<file path="src/rtl/burst_col_pkg.sv">
package burst_col_pkg;
  typedef enum logic {
    ORD_WRAP = 1'b0,
    ORD_XOR  = 1'b1
  } order_e;
endpackage

</file>
<file path="src/rtl/bl_decode.sv">
module bl_decode #(
  parameter int unsigned BEAT_W = 3
) (
  input  logic [1:0]        code_i,
  output logic [BEAT_W-1:0] mask_o
);
  logic [1:0] sel;
  always_comb begin
    sel    = (code_i == 2'b00) ? 2'b01 : code_i;  // reserved code -> 2 beats
    mask_o = BEAT_W'((32'd1 << sel) - 32'd1);
  end
endmodule

</file>
<file path="src/rtl/col_mapper.sv">
module col_mapper
  import burst_col_pkg::*;
#(
  parameter int unsigned COL_W  = 9,
  parameter int unsigned BEAT_W = 3
) (
  input  logic [COL_W-1:0]  base_i,
  input  logic [BEAT_W-1:0] beat_i,
  input  logic [BEAT_W-1:0] mask_i,
  input  order_e            order_i,
  output logic [COL_W-1:0]  col_o
);
  logic [BEAT_W-1:0] low, wrap_low, xor_low, sel_low;
  always_comb begin
    low      = base_i[BEAT_W-1:0];
    wrap_low = ((low + beat_i) & mask_i) | (low & ~mask_i);
    xor_low  = low ^ (beat_i & mask_i);
    sel_low  = (order_i == ORD_XOR) ? xor_low : wrap_low;
    col_o    = {base_i[COL_W-1:BEAT_W], sel_low};
  end
endmodule

</file>
<file path="src/rtl/beat_ctrl.sv">
module beat_ctrl
  import burst_col_pkg::*;
#(
  parameter int unsigned COL_W  = 9,
  parameter int unsigned BEAT_W = 3
) (
  input  logic              clk_i,
  input  logic              rst_ni,
  input  logic              start_i,
  input  logic [COL_W-1:0]  start_col_i,
  input  logic [BEAT_W-1:0] mask_i,
  input  order_e            order_i,
  input  logic              beat_en_i,
  output logic [COL_W-1:0]  base_o,
  output logic [BEAT_W-1:0] nxt_beat_o,
  output logic [BEAT_W-1:0] mask_o,
  output order_e            order_o,
  output logic              valid_o,
  output logic              last_o,
  output logic              adv_o
);
  logic [BEAT_W-1:0] beat_q, mask_q;
  logic [COL_W-1:0]  base_q;
  order_e            order_q;
  logic              valid_q;

  assign last_o     = valid_q && (beat_q == mask_q);
  assign adv_o      = valid_q && beat_en_i && !start_i;
  assign nxt_beat_o = beat_q + 1'b1;
  assign base_o     = base_q;
  assign mask_o     = mask_q;
  assign order_o    = order_q;
  assign valid_o    = valid_q;

  always_ff @(posedge clk_i or negedge rst_ni) begin
    if (!rst_ni) begin
      beat_q  <= '0;
      mask_q  <= '0;
      base_q  <= '0;
      order_q <= ORD_WRAP;
      valid_q <= 1'b0;
    end else if (start_i) begin
      beat_q  <= '0;
      mask_q  <= mask_i;
      base_q  <= start_col_i;
      order_q <= order_i;
      valid_q <= 1'b1;
    end else if (adv_o) begin
      if (last_o) valid_q <= 1'b0;
      else        beat_q  <= nxt_beat_o;
    end
  end
endmodule

</file>
<file path="src/rtl/burst_col_gen.sv">
module burst_col_gen
  import burst_col_pkg::*;
#(
  parameter int unsigned COL_W  = 9,
  parameter int unsigned MAX_BL = 8,
  localparam int unsigned BEAT_W = $clog2(MAX_BL)
) (
  input  logic             clk_i,
  input  logic             rst_ni,
  input  logic             start_i,
  input  logic [COL_W-1:0] start_col_i,
  input  logic [1:0]       bl_code_i,
  input  logic             order_i,
  input  logic             beat_en_i,
  output logic [COL_W-1:0] col_o,
  output logic             valid_o,
  output logic             last_o
);
  logic [BEAT_W-1:0] dec_mask, mask_q, nxt_beat;
  logic [COL_W-1:0]  base_q, nxt_col, col_q;
  order_e            order_q;
  logic              adv;

  bl_decode #(.BEAT_W(BEAT_W)) u_dec (.code_i(bl_code_i), .mask_o(dec_mask));

  beat_ctrl #(.COL_W(COL_W), .BEAT_W(BEAT_W)) u_ctrl (
    .clk_i(clk_i), .rst_ni(rst_ni), .start_i(start_i), .start_col_i(start_col_i),
    .mask_i(dec_mask), .order_i(order_e'(order_i)), .beat_en_i(beat_en_i),
    .base_o(base_q), .nxt_beat_o(nxt_beat), .mask_o(mask_q), .order_o(order_q),
    .valid_o(valid_o), .last_o(last_o), .adv_o(adv)
  );

  col_mapper #(.COL_W(COL_W), .BEAT_W(BEAT_W)) u_map (
    .base_i(base_q), .beat_i(nxt_beat), .mask_i(mask_q), .order_i(order_q),
    .col_o(nxt_col)
  );

  always_ff @(posedge clk_i or negedge rst_ni) begin
    if (!rst_ni)                col_q <= '0;
    else if (start_i)           col_q <= start_col_i;
    else if (adv && !last_o)    col_q <= nxt_col;
  end
  assign col_o = col_q;
endmodule

</file>
<file path="config.mk">
export PLATFORM = sky130hd
export DESIGN_NAME = burst_col_gen
export DESIGN_NICKNAME = d
export VERILOG_FILES = /design/src/rtl/burst_col_pkg.sv /design/src/rtl/bl_decode.sv /design/src/rtl/col_mapper.sv /design/src/rtl/beat_ctrl.sv /design/src/rtl/burst_col_gen.sv
export SDC_FILE = /design/constraint.sdc
export NUM_CORES = 1
export LEC_CHECK = 0
export BUFFER_PORTS_ARGS = -buffer_cell sky130_fd_sc_hd__buf_2
export CAP_MARGIN = 30
export CORE_AREA = 2 2 52 54
export DETAILED_ROUTE_END_ITERATION = 7
export DIE_AREA = 0 0 54 56
export PLACE_DENSITY = 0.74
export SYNTH_ARGS = -nofsm -noshare
export SYNTH_HDL_FRONTEND = slang
export SYNTH_SLANG_ARGS = --single-unit
</file>
<file path="constraint.sdc">
create_clock -name clk_i -period 3.9 [get_ports clk_i]
set_input_delay 0.195 -clock clk_i [delete_from_list [all_inputs] [get_ports clk_i]]
set_output_delay 0.195 -clock clk_i [all_outputs]
set_load 0.005 [all_outputs]
</file>
==> metrics.yaml <==
layout-drive-gt1-share: 0.430
grt_antenna_before_repair: 0
leakage_nw: 0.657
numClockSinks: 26
tns_ns: 0
tightest_slew_ns: 0.565
grt_max_degree: 27
place_congestion: 0.792
cts_buffer_depth: 2
start_util: 0.511
top_layer: "met4"
synth_top_cell_by_area: "dfrtp_1"
grt.overflow.total: 0
port_buffers: 26
area_growth_pct: 15.0
diodes: 0
core_area_mm2: 0.00243
ant_nets: 0
cts_tree: "done"
ctsResizeCount: 0
root_buffer: "clkbuf_4"
ys_types: 32
post_drt_wl_per_cell_um: 13.3
pin_count: 27
grt_use_total: 0.163
clk_latency_ns: 0.31
rsz0062_at_grt: "false"
rows: 18
netlist_area_mm2: 0.00124
dp_hpwl_um: 1530
ys_top_cells_by_area: "dfrtp_1 52%, mux2_2 9.1%, mux2_4 7.2%"
yosys_warnings: 0
grt_pass1_vias: 830
worstPathRequired_ns: 4.13
timing.fmax_mhz: 510
htreeDepth: 1
syn_inst: 94
num_vias: 799
worstSetupEndpointType: "flip-flop"
ys_seq_elements: 26
synth_commonest_cells: "26 x dfrtp_1, 10 x mux2_2, 6 x mux2_4, 6 x xnor2_1"
nets: 143
hold_violations: 0
cts.reportedPaths.clkPinSlew_ns: 0.13
die_w_um: 54
hp-class: "input port to flip-flop"
synth_ff_type: "dfrtp_1"
avgSynthCellArea_um2: 13.2
syn-num-nets: 114
dr.first_iter.drc_count: 2
wl_met3_um: 89
path_class: "flip-flop to flip-flop"
clock_skew_ns: 0.00800
slew_violations: 0
cts_buffers: 3
drcViolationCount: 0
synth_edf_count: 0
synth_top_area_frac: 0.523
cap_violations: 0
run_status: "finished, final reports clean"
wl_um: 2010
regToRegSetupSlack_ns: 1.94
dr_wl_met2_um: 1030
drt-met1-wl_um: 850
period_needed_ns: 1.96
synth_most_common_cell: "dfrtp_1"
fin_crit_sh: 0.503
synth-seq-area-share: 0.523
ir_worst_vdd_v: 0.000299
dr.pass1.iters: 2
power_density_mw_per_mm2: 402
grt_pass1_wl_um: 3570
die_h_um: 56
cp_max_fo: 4
fin_hold_ws_ns: 0.110
start_kind: "flip-flop"
setup_viol_count_final: 0
fillers: 209
worstPathArrival_ns: 2.19
relSlewSlack: 0.623
die_area_mm2: 0.00302
vias_per_cell: 5.29
async_reset_ff_frac: 1.00
[sequential cells by signal, indices dropped and copies added, names as in the netlist]
register / cells
u_ctrl.mask_o: 3
u_ctrl.order_o: 1
u_ctrl.beat_q: 3
col_o: 9
u_ctrl.base_o: 9
u_ctrl.valid_o: 1
[final timing paths]
check | start | end | depth (start not counted)
max | u_ctrl.beat_q[0] | col_o[2] | 6
max reg2reg | u_ctrl.beat_q[0] | col_o[2] | 6
min in group asynchronous | rst_ni | col_o[1] | 2
max in group asynchronous | rst_ni | u_ctrl.beat_q[0] | 2
min | order_i | u_ctrl.order_o | 2
min reg2reg | u_ctrl.base_o[8] | u_ctrl.base_o[8] | 1
[cell usage in the layout, fill, tap and decap left out, drive strengths merged]
| cell type | synthesis | layout |
|---|---|---|
| a31oi | 1 | 1 |
| a221o | 1 | 1 |
| dlygate4sd3 | 0 | 1 |
| nor3b | 1 | 1 |
| inv | 3 | 3 |
| a211oi | 2 | 2 |
| nand3 | 1 | 1 |
| and3 | 2 | 2 |
| ha | 3 | 3 |
| clkbuf | 1 | 3 |
| o211ai | 1 | 1 |
| mux2i | 1 | 1 |
| dfrtp | 26 | 26 |
| nor2 | 5 | 5 |
| nand3b | 1 | 1 |
| buf | 2 | 26 |
| o31ai | 1 | 1 |
| xnor2 | 6 | 6 |
| mux2 | 16 | 16 |
| nor2b | 3 | 3 |
| fa | 1 | 1 |
| o21ai | 3 | 3 |
| and2 | 1 | 1 |
| a31o | 2 | 2 |
| a21oi | 2 | 2 |
| a21bo | 1 | 1 |
| or2 | 1 | 1 |
| a221oi | 1 | 1 |
| nand2 | 4 | 4 |
| a21o | 1 | 1 |
[critical path, cell delays in order, from the launching register on]
cell	delay (ns)
dfrtp_1	0.43
ha_1	0.36
fa_1	0.40
nor2b_1	0.15
xnor2_1	0.14
and3_1	0.19
o31ai_1	0.22
[report_power, final]
group          leakage (nW)  internal, mW  switching, mW
combinational         0.336        0.0788         0.0658
sequential            0.307         0.301         0.0206
clock                0.0138        0.0361         0.0730
[metrics by stage]
| step | cell area (um2) | instances | utilization | power, mW | setup slack, ns |
|---|---|---|---|---|---|
| 2_1_floorplan | 1240 | 94 | - | 0.425 | 2.07 |
| 3_3_place_gp | 1400 | 147 | 0.575 | 0.466 | 2.03 |
| 3_5_place_dp | 1400 | 147 | 0.575 | 0.474 | 1.92 |
| 4_1_cts | 1430 | 151 | 0.588 | 0.586 | 1.90 |
| 5_1_grt | 1430 | 151 | 0.588 | 0.613 | 1.81 |
| 6_report | 1430 | 151 | 0.588 | 0.575 | 1.94 |
[layout make-up]
class / instances / area, um2 / share of cell area
well taps: 30 / 37.5 / 0.0262
repair buffers: 27 / 140 / 0.0980
clock buffers: 3 / 22.5 / 0.0157
multi-input cells: 62 / 568 / 0.397
inverters: 3 / 11.3 / 0.00787
flip-flops and latches: 26 / 651 / 0.455
[metal layers]
| metal | vias up | global-route usage |
|---|---|---|
| li1 | 390 | - |
| met1 | 388 | 0.209 |
| met2 | 17 | 0.263 |
| met3 | 4 | 0.0323 |
| met4 | 0 | 0.0643 |
| met5 | - | 0 |
[cells by family after synthesis]
kind of cell             share of synthesized area
multiplexers                                 0.171
buffers and inverters                       0.0201
adder cells (fa/ha/maj)                     0.0463
AO/OA/AOI/OAI                                0.105
XOR/XNOR                                    0.0423
AND/OR/NAND/NOR                             0.0926
flip-flops                                   0.523
[repair_timing]
| action | 4_1_cts | 5_1_grt |
|---|---|---|
| hold endpoints to repair | 26 | 0 |
| setup buffers | 0 | 0 |
| hold buffers | 1 | 0 |
Power figures use the tool's default switching activity.
